<file path="config.mk">
export PLATFORM = sky130hd
export DESIGN_NAME = karat3_mul
export DESIGN_NICKNAME = d
export VERILOG_FILES = /design/src/rtl/karat3_pkg.sv /design/src/rtl/karat3_split.sv /design/src/rtl/karat3_seqmul.sv /design/src/rtl/karat3_coef.sv /design/src/rtl/karat3_shiftsum.sv /design/src/rtl/karat3_mul.sv
export SDC_FILE = /design/constraint.sdc
export NUM_CORES = 1
export LEC_CHECK = 0
export BUFFER_PORTS_ARGS = -buffer_cell sky130_fd_sc_hd__buf_2
export CAP_MARGIN = 15
export CORE_ASPECT_RATIO = 0.5
export CORE_MARGIN = 1.5
export CORE_UTILIZATION = 60
export CTS_CLUSTER_SIZE = 12
export DETAILED_ROUTE_END_ITERATION = 16
export GPL_TIMING_DRIVEN = 0
export PLACE_DENSITY = 0.88
export SLEW_MARGIN = 0
export SYNTH_ARGS = -nofsm -noshare
export SYNTH_HDL_FRONTEND = slang
export SYNTH_SLANG_ARGS = --single-unit
</file>
<file path="constraint.sdc">
create_clock -name clk -period 8.2 [get_ports clk]
set_input_delay 0.82 -clock clk [delete_from_list [all_inputs] [get_ports clk]]
set_output_delay 0.82 -clock clk [all_outputs]
set_load 0.01 [all_outputs]
</file>
<file path="src/rtl/karat3_pkg.sv">
package karat3_pkg;

  // Sequencer phases of the multiplier
  typedef enum logic [1:0] {
    ST_IDLE = 2'd0,  // waiting for a request
    ST_MUL  = 2'd1,  // shift-add units stepping
    ST_COEF = 2'd2,  // coefficient registers load
    ST_SUM  = 2'd3   // shifted sum loads the result
  } karat3_state_t;

  // Number of sub-products and coefficients of a one-level three-way split
  localparam int NUM_SUB  = 6;
  localparam int NUM_COEF = 5;

endpackage

</file>
<file path="src/rtl/karat3_split.sv">
// Cuts both operands into three limbs and forms the six operand pairs
// feeding the sub-product units:
//   0: a0*b0   1: a1*b1   2: a2*b2
//   3: (a0+a1)(b0+b1)   4: (a0+a2)(b0+b2)   5: (a1+a2)(b1+b2)
module karat3_split #(
  parameter int N = 12
) (
  input  logic [N-1:0]                         a,
  input  logic [N-1:0]                         b,
  output logic [karat3_pkg::NUM_SUB-1:0][N/3:0] ox,
  output logic [karat3_pkg::NUM_SUB-1:0][N/3:0] oy
);
  localparam int L = N / 3;
  localparam int W = L + 1;

  logic [2:0][L-1:0] la, lb;

  for (genvar k = 0; k < 3; k++) begin : g_limb
    assign la[k] = a[k*L +: L];
    assign lb[k] = b[k*L +: L];
  end

  always_comb begin
    ox[0] = W'(la[0]);
    oy[0] = W'(lb[0]);
    ox[1] = W'(la[1]);
    oy[1] = W'(lb[1]);
    ox[2] = W'(la[2]);
    oy[2] = W'(lb[2]);
    ox[3] = W'(la[0]) + W'(la[1]);
    oy[3] = W'(lb[0]) + W'(lb[1]);
    ox[4] = W'(la[0]) + W'(la[2]);
    oy[4] = W'(lb[0]) + W'(lb[2]);
    ox[5] = W'(la[1]) + W'(la[2]);
    oy[5] = W'(lb[1]) + W'(lb[2]);
  end

endmodule

</file>
<file path="src/rtl/karat3_seqmul.sv">
// Shift-add multiplier: one multiplier bit per step, W steps for a full
// W x W product. Operands load on 'load'; 'step' advances one bit.
module karat3_seqmul #(
  parameter int W = 5
) (
  input  logic           clk,
  input  logic           rst_n,
  input  logic           load,
  input  logic           step,
  input  logic [W-1:0]   x,
  input  logic [W-1:0]   y,
  output logic [2*W-1:0] p
);
  localparam int PW = 2 * W;

  logic [PW-1:0] mcand;
  logic [W-1:0]  mplier;

  always_ff @(posedge clk or negedge rst_n) begin
    if (!rst_n) begin
      p      <= '0;
      mcand  <= '0;
      mplier <= '0;
    end else if (load) begin
      p      <= '0;
      mcand  <= PW'(x);
      mplier <= y;
    end else if (step) begin
      if (mplier[0]) p <= p + mcand;
      mcand  <= mcand << 1;
      mplier <= mplier >> 1;
    end
  end

endmodule

</file>
<file path="src/rtl/karat3_coef.sv">
// Recovers the five coefficients from the six sub-products. Every
// coefficient is non-negative and below 3*(2^L-1)^2 < 2^(2L+2), so the
// arithmetic modulo 2^PW yields the exact value.
module karat3_coef #(
  parameter int N = 12
) (
  input  logic [karat3_pkg::NUM_SUB-1:0][2*(N/3)+1:0]  p,
  output logic [karat3_pkg::NUM_COEF-1:0][2*(N/3)+1:0] c
);
  always_comb begin
    c[0] = p[0];
    c[1] = p[3] - p[0] - p[1];
    c[2] = p[4] + p[1] - p[0] - p[2];
    c[3] = p[5] - p[1] - p[2];
    c[4] = p[2];
  end

endmodule

</file>
<file path="src/rtl/karat3_shiftsum.sv">
// Places coefficient k at bit offset k*L and adds the five terms.
module karat3_shiftsum #(
  parameter int N = 12
) (
  input  logic [karat3_pkg::NUM_COEF-1:0][2*(N/3)+1:0] c,
  output logic [2*N-1:0]                               s
);
  localparam int L  = N / 3;
  localparam int RW = 2 * N;

  logic [karat3_pkg::NUM_COEF-1:0][RW-1:0] term;

  for (genvar k = 0; k < karat3_pkg::NUM_COEF; k++) begin : g_term
    assign term[k] = RW'(c[k]) << (k * L);
  end

  always_comb begin
    s = '0;
    for (int k = 0; k < karat3_pkg::NUM_COEF; k++) s = s + term[k];
  end

endmodule

</file>
<file path="src/rtl/karat3_mul.sv">
module karat3_mul #(
  parameter int N = 12
) (
  input  logic           clk,
  input  logic           rst_n,
  input  logic           start,
  input  logic [N-1:0]   a,
  input  logic [N-1:0]   b,
  output logic           done,
  output logic [2*N-1:0] prod
);
  import karat3_pkg::*;

  localparam int L  = N / 3;
  localparam int W  = L + 1;
  localparam int PW = 2 * W;
  localparam int SW = $clog2(W + 1);

  if ((N % 3) != 0 || N < 3) begin : g_bad_width
    $error("karat3_mul: N must be a positive multiple of 3");
  end

  karat3_state_t state;
  logic [SW-1:0] step_cnt;
  logic          accept;
  logic          idle_w;
  logic          stepping;

  logic [NUM_SUB-1:0][W-1:0]   op_x, op_y;
  logic [NUM_SUB-1:0][PW-1:0]  sub_p;
  logic [NUM_COEF-1:0][PW-1:0] coef_d, coef_q;
  logic [2*N-1:0]              sum_d;

  assign idle_w   = (state == ST_IDLE);
  assign accept   = idle_w && start;
  assign stepping = (state == ST_MUL);

  karat3_split #(.N(N)) u_split (
    .a (a),
    .b (b),
    .ox(op_x),
    .oy(op_y)
  );

  for (genvar i = 0; i < NUM_SUB; i++) begin : g_unit
    karat3_seqmul #(.W(W)) u_mul (
      .clk  (clk),
      .rst_n(rst_n),
      .load (accept),
      .step (stepping),
      .x    (op_x[i]),
      .y    (op_y[i]),
      .p    (sub_p[i])
    );
  end

  karat3_coef #(.N(N)) u_coef (
    .p(sub_p),
    .c(coef_d)
  );

  karat3_shiftsum #(.N(N)) u_sum (
    .c(coef_q),
    .s(sum_d)
  );

  always_ff @(posedge clk or negedge rst_n) begin
    if (!rst_n) begin
      state    <= ST_IDLE;
      step_cnt <= '0;
      coef_q   <= '0;
      prod     <= '0;
      done     <= 1'b0;
    end else begin
      done <= 1'b0;
      unique case (state)
        ST_IDLE: begin
          if (start) begin
            state    <= ST_MUL;
            step_cnt <= '0;
          end
        end
        ST_MUL: begin
          step_cnt <= step_cnt + 1'b1;
          if (step_cnt == SW'(W - 1)) state <= ST_COEF;
        end
        ST_COEF: begin
          coef_q <= coef_d;
          state  <= ST_SUM;
        end
        ST_SUM: begin
          prod  <= sum_d;
          done  <= 1'b1;
          state <= ST_IDLE;
        end
        default: state <= ST_IDLE;
      endcase
    end
  end

endmodule

</file>
==> run_results.csv, run 1 <==
group,metric,value,unit
status,status,"completed",
detailed_routing,top_layer,"met4",
grt,track_usage,31.92,%
synthesis,synth_nets,1848,
grt,overflow,0,
die,core_area,25440,um2
detailed_routing,vias,12930,
synthesis,synth_top_cell_by_area,"dfrtp_1",
detailed_routing,ant_nets,0,
sta,max_freq,0.2814,GHz
final_layout,syn2layout_area_growth,8.659,%
sta,fin_crit,3.554,ns
final_layout,fin_cells,2054,
detailed_routing,wl_per_cell,20.48,um
grt,grt_max_degree,120,
detailed_routing,routed_via_density,6.294,
clock_tree,clk_pin_slew_worst_paths,0.06,ns
clock_tree,cts_buffers,23,
place,post-place-ws,4.711,ns
clock_tree,cts_tree,"done",
critical_path,critPathLaunchType,"flip-flop",
sta,fin_tns_setup,0,ns
clock_tree,clock_sinks,225,
clock_tree,clock-root-buffer,"clkbuf_16",
sta,finalClockSkew,0.01769,ns
detailed_routing,met2_length,18270,um
detailed_routing,dr_wl_met3,4538,um
sta,drv_slew,0,
grt,grt_pass1_wl,68180,um
synthesis,synthFlopType,"dfrtp_1",
critical_path,crit_fanout,3,
die,die_w,231.6,um
die,start_util,61.61,%
final_layout,fin_util,66.95,%
critical_path,cp_data_arrival_time,3.96,ns
clock_tree,cts_max_level,1,
grt,grt_pass1_vias,12930,
synthesis,synth_cell_types,70,
clock_tree,clock_latency,0.54,ns
final_layout,antenna-diode-count,0,
synthesis,synth_cells,1624,
sta,worst_slew_pin_slew,0.9815,ns
synthesis,yosys_warnings,0,
place,io_buffers,51,
final_layout,final_nets,1925,
sta,postLayoutSetupSlackWorst,4.646,ns
clock_tree,postCtsHoldBufs,0,
critical_path,cp-end-kind,"flip-flop",
detailed_routing,first_iter_violations,1265,
synthesis,synthesis.area,15680,um2
synthesis,async_flop_share,100.0,%
final_layout,drive_gt1_share,8.129,%
sta,rsz0062_at_grt,"false",
die,die_h,117.3,um
clock_tree,ctsResizeCount,0,
critical_path,path_class,"reg -> reg",
die,dieArea,27170,um2
detailed_routing,wl_met1,17840,um
place,dpl.cell_count,2020,
hold_path,hp-class,"in -> async",
final_layout,layout_commonest_cell,"dfrtp_1",
synthesis,ys_ff_latch,225,
sta,final_hold_viol_count,0,
final_layout,final_cell_mix,"225 x dfrtp_1, 142 x ha_1, 135 x inv_1, 132 x nand2_1, 101 x nor2_1",
synthesis,synth-edff-count,0,
critical_path,worstPathRequired,8.61,ns
place,dpl.hpwl,31760,um
synthesis,seq_area_frac_synth,35.91,%
synthesis,synth_area_per_cell,9.654,um2
die,io_pins,52,
synthesis,ys_top_cells_by_area,"dfrtp_1 36%, ha_1 11%, fa_1 7.0%, mux2i_1 4.7%, inv_1 3.2%",
synthesis,synth_top_area_share,35.91,%
detailed_routing,wirelength,42060,um
grt,antenna_found_initial,1,
detailed_routing,drc,0,
sta,finalCritPeriodShare,43.34,%
detailed_routing,drt-pass1-iter-count,8,
die,std_cell_rows,41,
sta,relSlewSlack,34.57,%
clock_tree,cts_max_path_buffers,3,
sta,setup_viol,0,
place,routabilityCongestion,0.9503,
flow_run,cap_violations,0,
clock_tree,post-cts-setup-buffers,0,
==> critical path: stages, from the launching register on <==
cell and delay [ns]:
dfrtp_1 0.47, inv_1 0.24, fa_1 0.48, fa_1 0.54
inv_1 0.04, ha_1 0.33, a21oi_2 0.21, o21ai_1 0.14
a2111oi_1 0.50, nor3_1 0.11, or3b_1 0.35
==> sequential cells by signal, indices dropped and copies added (netlist names) <==
name,count
done,1
g_unit.u_mul.mcand,60
g_unit.u_mul.mplier,27
prod,24
coef_q,48
step_cnt,3
g_unit.u_mul.p,60
state,2
==> final timing paths <==
check	slack (ns)	to	cells after the start	start
max	4.65	coef_q[29]	10	g_unit[1].u_mul.p[2]
min	0.31	g_unit[0].u_mul.mcand[1]	1	rst_n
min in group clk	0.49	prod[19]	2	prod[19]
min reg2reg	0.49	prod[19]	2	prod[19]
max in group asynchronous	6.79	prod[22]	2	rst_n
max reg2reg	4.65	coef_q[29]	10	g_unit[1].u_mul.p[2]
==> cells in the mapped netlist, types with 31 or more instances <==
library cell and number:
a21o_1 40, xnor2_1 38, nor2_1 101, mux2i_1 73
ha_1 142, mux2_2 41, a21oi_1 89, nor2b_1 35
o21a_1 36, dfrtp_1 225, clkbuf_1 48, fa_1 55
a211oi_1 31, nand2_1 132, inv_1 135, nand3_1 36
nor3_1 34, o21ai_0 99
==> metrics by stage <==
stage / hold slack (ns) / area [um2]
finish: 0.3145 / 17040
global route: 0.3956 / 17040
CTS: 0.3753 / 17040
detailed placement: 0.4782 / 16400
global placement: 0.4852 / 16360
floorplan: 0.4570 / 15680
==> kinds of logic (layout without fill, tap and decap cells) <==
group                    Yosys count  after routing  share of synthesized area [%]
AO/OA/AOI/OAI                    407            407                          17.13
XOR/XNOR                          46             46                          2.618
adder cells (fa/ha/maj)          197            197                          18.36
buffers and inverters            202            288                          4.932
flip-flops                       225            225                          35.91
multiplexers                     114            114                          7.606
AND/OR/NAND/NOR                  433            433                          13.45
==> metal layers <==
layer,up-vias,track usage [%]
li1,5914,-
met1,6255,43.95
met2,647,48.62
met3,111,8.609
met4,0,11.24
met5,-,0
==> final cells by class <==
cell class              instances  area, um2
flip-flops and latches        225       5630
clock buffers                  31      615.6
inverters                     135      506.7
clock inverters                 3      18.77
multi-input cells            1197       9274
fillers                      1975       8409
plain buffers                  67      266.5
well taps                     344      430.4
repair buffers                 52      292.8
Power of run 1 is not shown: default switching activity piles up to over one toggle a cycle in this logic, so the estimate is an artifact.
==> run 2, diff against run 1 <==
--- a/config.mk
+++ b/config.mk
@@ -9,11 +9,11 @@
 export CAP_MARGIN = 15
 export CORE_ASPECT_RATIO = 0.5
 export CORE_MARGIN = 1.5
-export CORE_UTILIZATION = 60
+export CORE_UTILIZATION = 58
 export CTS_CLUSTER_SIZE = 12
 export DETAILED_ROUTE_END_ITERATION = 16
 export GPL_TIMING_DRIVEN = 0
-export PLACE_DENSITY = 0.88
+export PLACE_DENSITY = 0.89
 export SLEW_MARGIN = 0
 export SYNTH_ARGS = -nofsm -noshare
 export SYNTH_HDL_FRONTEND = slang
==> constraint.sdc (replaced) <==
create_clock -name clk -period 3.1 [get_ports clk]
set_input_delay 0.31 -clock clk [delete_from_list [all_inputs] [get_ports clk]]
set_output_delay 0.31 -clock clk [all_outputs]
set_load 0.01 [all_outputs]
==> run_results.csv, run 2 (synthesis results as in run 1) <==
group,metric,value,unit
status,status,"finished with violations",
status,violations,"setup timing",
place,post-place-ws,-0.3689,ns
die,start_util,59.19,%
clock_tree,cts_max_path_buffers,3,
sta,worst_slew_pin_slew,1.002,ns
grt,grt_max_degree,118,
detailed_routing,dr_wl_met3,4181,um
critical_path,crit_fanout,3,
place,dpl.hpwl,31960,um
detailed_routing,vias,13230,
critical_path,regToRegStartpoint,"g_unit[2].u_mul.p[0]",
sta,fin_crit,3.306,ns
detailed_routing,wl_per_cell,21.41,um
final_layout,layout_commonest_cell,"dfrtp_1",
grt,grt_pass1_vias,12710,
detailed_routing,drt-pass1-iter-count,7,
final_layout,fin_util,65.38,%
sta,max_freq,0.3025,GHz
grt,overflow,0,
sta,drv_slew,0,
sta,postLayoutSetupSlackWorst,-0.2056,ns
place,routabilityCongestion,0.9647,
sta,setup_viol,5,
sta,finalClockSkew,0.01249,ns
clock_tree,clock_latency,0.53,ns
critical_path,cp_data_arrival_time,3.75,ns
final_layout,drive_gt1_share,10.61,%
critical_path,cp-end-kind,"flip-flop",
detailed_routing,met2_length,19870,um
critical_path,path_class,"reg -> reg",
sta,final_hold_viol_count,0,
sta,finalCritPeriodShare,106.6,%
grt,track_usage,31.51,%
final_layout,antenna-diode-count,0,
detailed_routing,first_iter_violations,1489,
critical_path,startpoint,"g_unit[2].u_mul.p[0]",
sta,relSlewSlack,33.18,%
detailed_routing,routed_via_density,6.367,
clock_tree,clock_sinks,225,
final_layout,syn2layout_area_growth,10.45,%
hold_path,hp-class,"in -> reg",
die,core_area,26490,um2
detailed_routing,wirelength,44470,um
detailed_routing,top_layer,"met5",
die,std_cell_rows,42,
clock_tree,cts_buffers,23,
flow_run,cap_violations,0,
detailed_routing,ant_nets,0,
sta,rsz0062_at_grt,"true",
clock_tree,cts_tree,"done",
clock_tree,cts_max_level,1,
detailed_routing,wl_met1,18740,um
die,dieArea,28090,um2
die,die_w,235.5,um
die,io_pins,52,
clock_tree,clock-root-buffer,"clkbuf_16",
hold_path,min_from,"b[7]",
place,io_buffers,51,
critical_path,critPathLaunchType,"flip-flop",
final_layout,final_cell_mix,"218 x dfrtp_1, 139 x ha_1, 132 x nand2_1, 128 x inv_1, 101 x nor2_1",
grt,antenna_found_initial,1,
critical_path,worstPathRequired,3.55,ns
grt,grt_pass1_wl,69150,um
final_layout,nFillCells,2029,
die,die_h,119.3,um
clock_tree,clk_pin_slew_worst_paths,0.07,ns
final_layout,final_nets,1942,
final_layout,reg_top3,"g_unit.u_mul.mcand x60, g_unit.u_mul.p x60, coef_q x48",
detailed_routing,drc,0,
run 2: cell count changes in the layout (fill, tap and decap cells not counted), moves of 2 or more:
cell	previous run	this run
ha_1	142	139
fa_2	0	2
o21ai_0	99	97
inv_1	135	128
dfrtp_1	225	218
clkbuf_1	55	51
ha_4	0	3
clkbuf_8	1	3
fa_1	55	53
buf_4	0	15
inv_2	0	6
dfrtp_2	0	7
run 2: cell type report:
type	count	area [um2]	area share (%)
Buffer	67	266.5	1.539
Clock buffer	29	628.1	3.627
Clock inverter	3	18.77	0.1084
Inverter	135	509.2	2.941
Multi-Input combinational cell	1197	9370	54.12
Sequential cell	225	5639	32.57
Tap cell	352	440.4	2.544
Timing Repair Buffer	69	442.9	2.558
run 2: critical path: stages (launching register included):
cell,delay [ns]
dfrtp_1,0.42
inv_2,0.08
fa_1,0.55
inv_1,0.07
fa_2,0.41
inv_2,0.08
ha_4,0.14
inv_2,0.05
fa_2,0.43
nor2b_4,0.16
o21ai_4,0.08
a21boi_2,0.22
o21a_1,0.24
nor3_2,0.08
o31ai_2,0.21
run 2: path summary, 6_finish.rpt:
| kind | to | slack, ns | cells past startpoint |
|---|---|---|---|
| max | coef_q[26] | -0.21 | 14 |
| min | g_unit[1].u_mul.mplier[3] | 0.01 | 3 |
| min in group asynchronous | g_unit[3].u_mul.mplier[2] | 0.20 | 2 |
| min reg2reg | prod[19] | 0.48 | 2 |
| max in group asynchronous | g_unit[0].u_mul.p[1] | 1.68 | 4 |
| max reg2reg | coef_q[26] | -0.21 | 14 |
run 2: per-stage QoR:
stage / TNS (ns) / cells / hold WS, ns / cell area [um2]
detailed placement: -1.215 / 2029 / 0.1570 / 16440
finish: -0.6523 / 2077 / 0.01415 / 17320
global placement: -494.34 / 2027 / 0.4692 / 16380
CTS: -0.01118 / 2075 / 0.005574 / 17250
global route: -1.102 / 2077 / 0.02470 / 17320
floorplan: 0 / 1624 / 0.01441 / 15680
run 2: repair_timing:
item / CTS / global route
gates resized for setup: 19 / 15
hold buffers: 1 / 0
buffers inserted: 13 / 2
endpoints found under the hold margin: 21 / 0
pin swaps: 7 / 7
endpoints found under the setup margin: 6 / 6
run 2: routing by layer:
layer | up-vias | track usage [%]
li1 | 5959 | -
met1 | 6437 | 43.54
met2 | 678 | 50.44
met3 | 149 | 5.772
met4 | 2 | 10.36
met5 | - | 0
Power of run 2 is left out for the same reason.
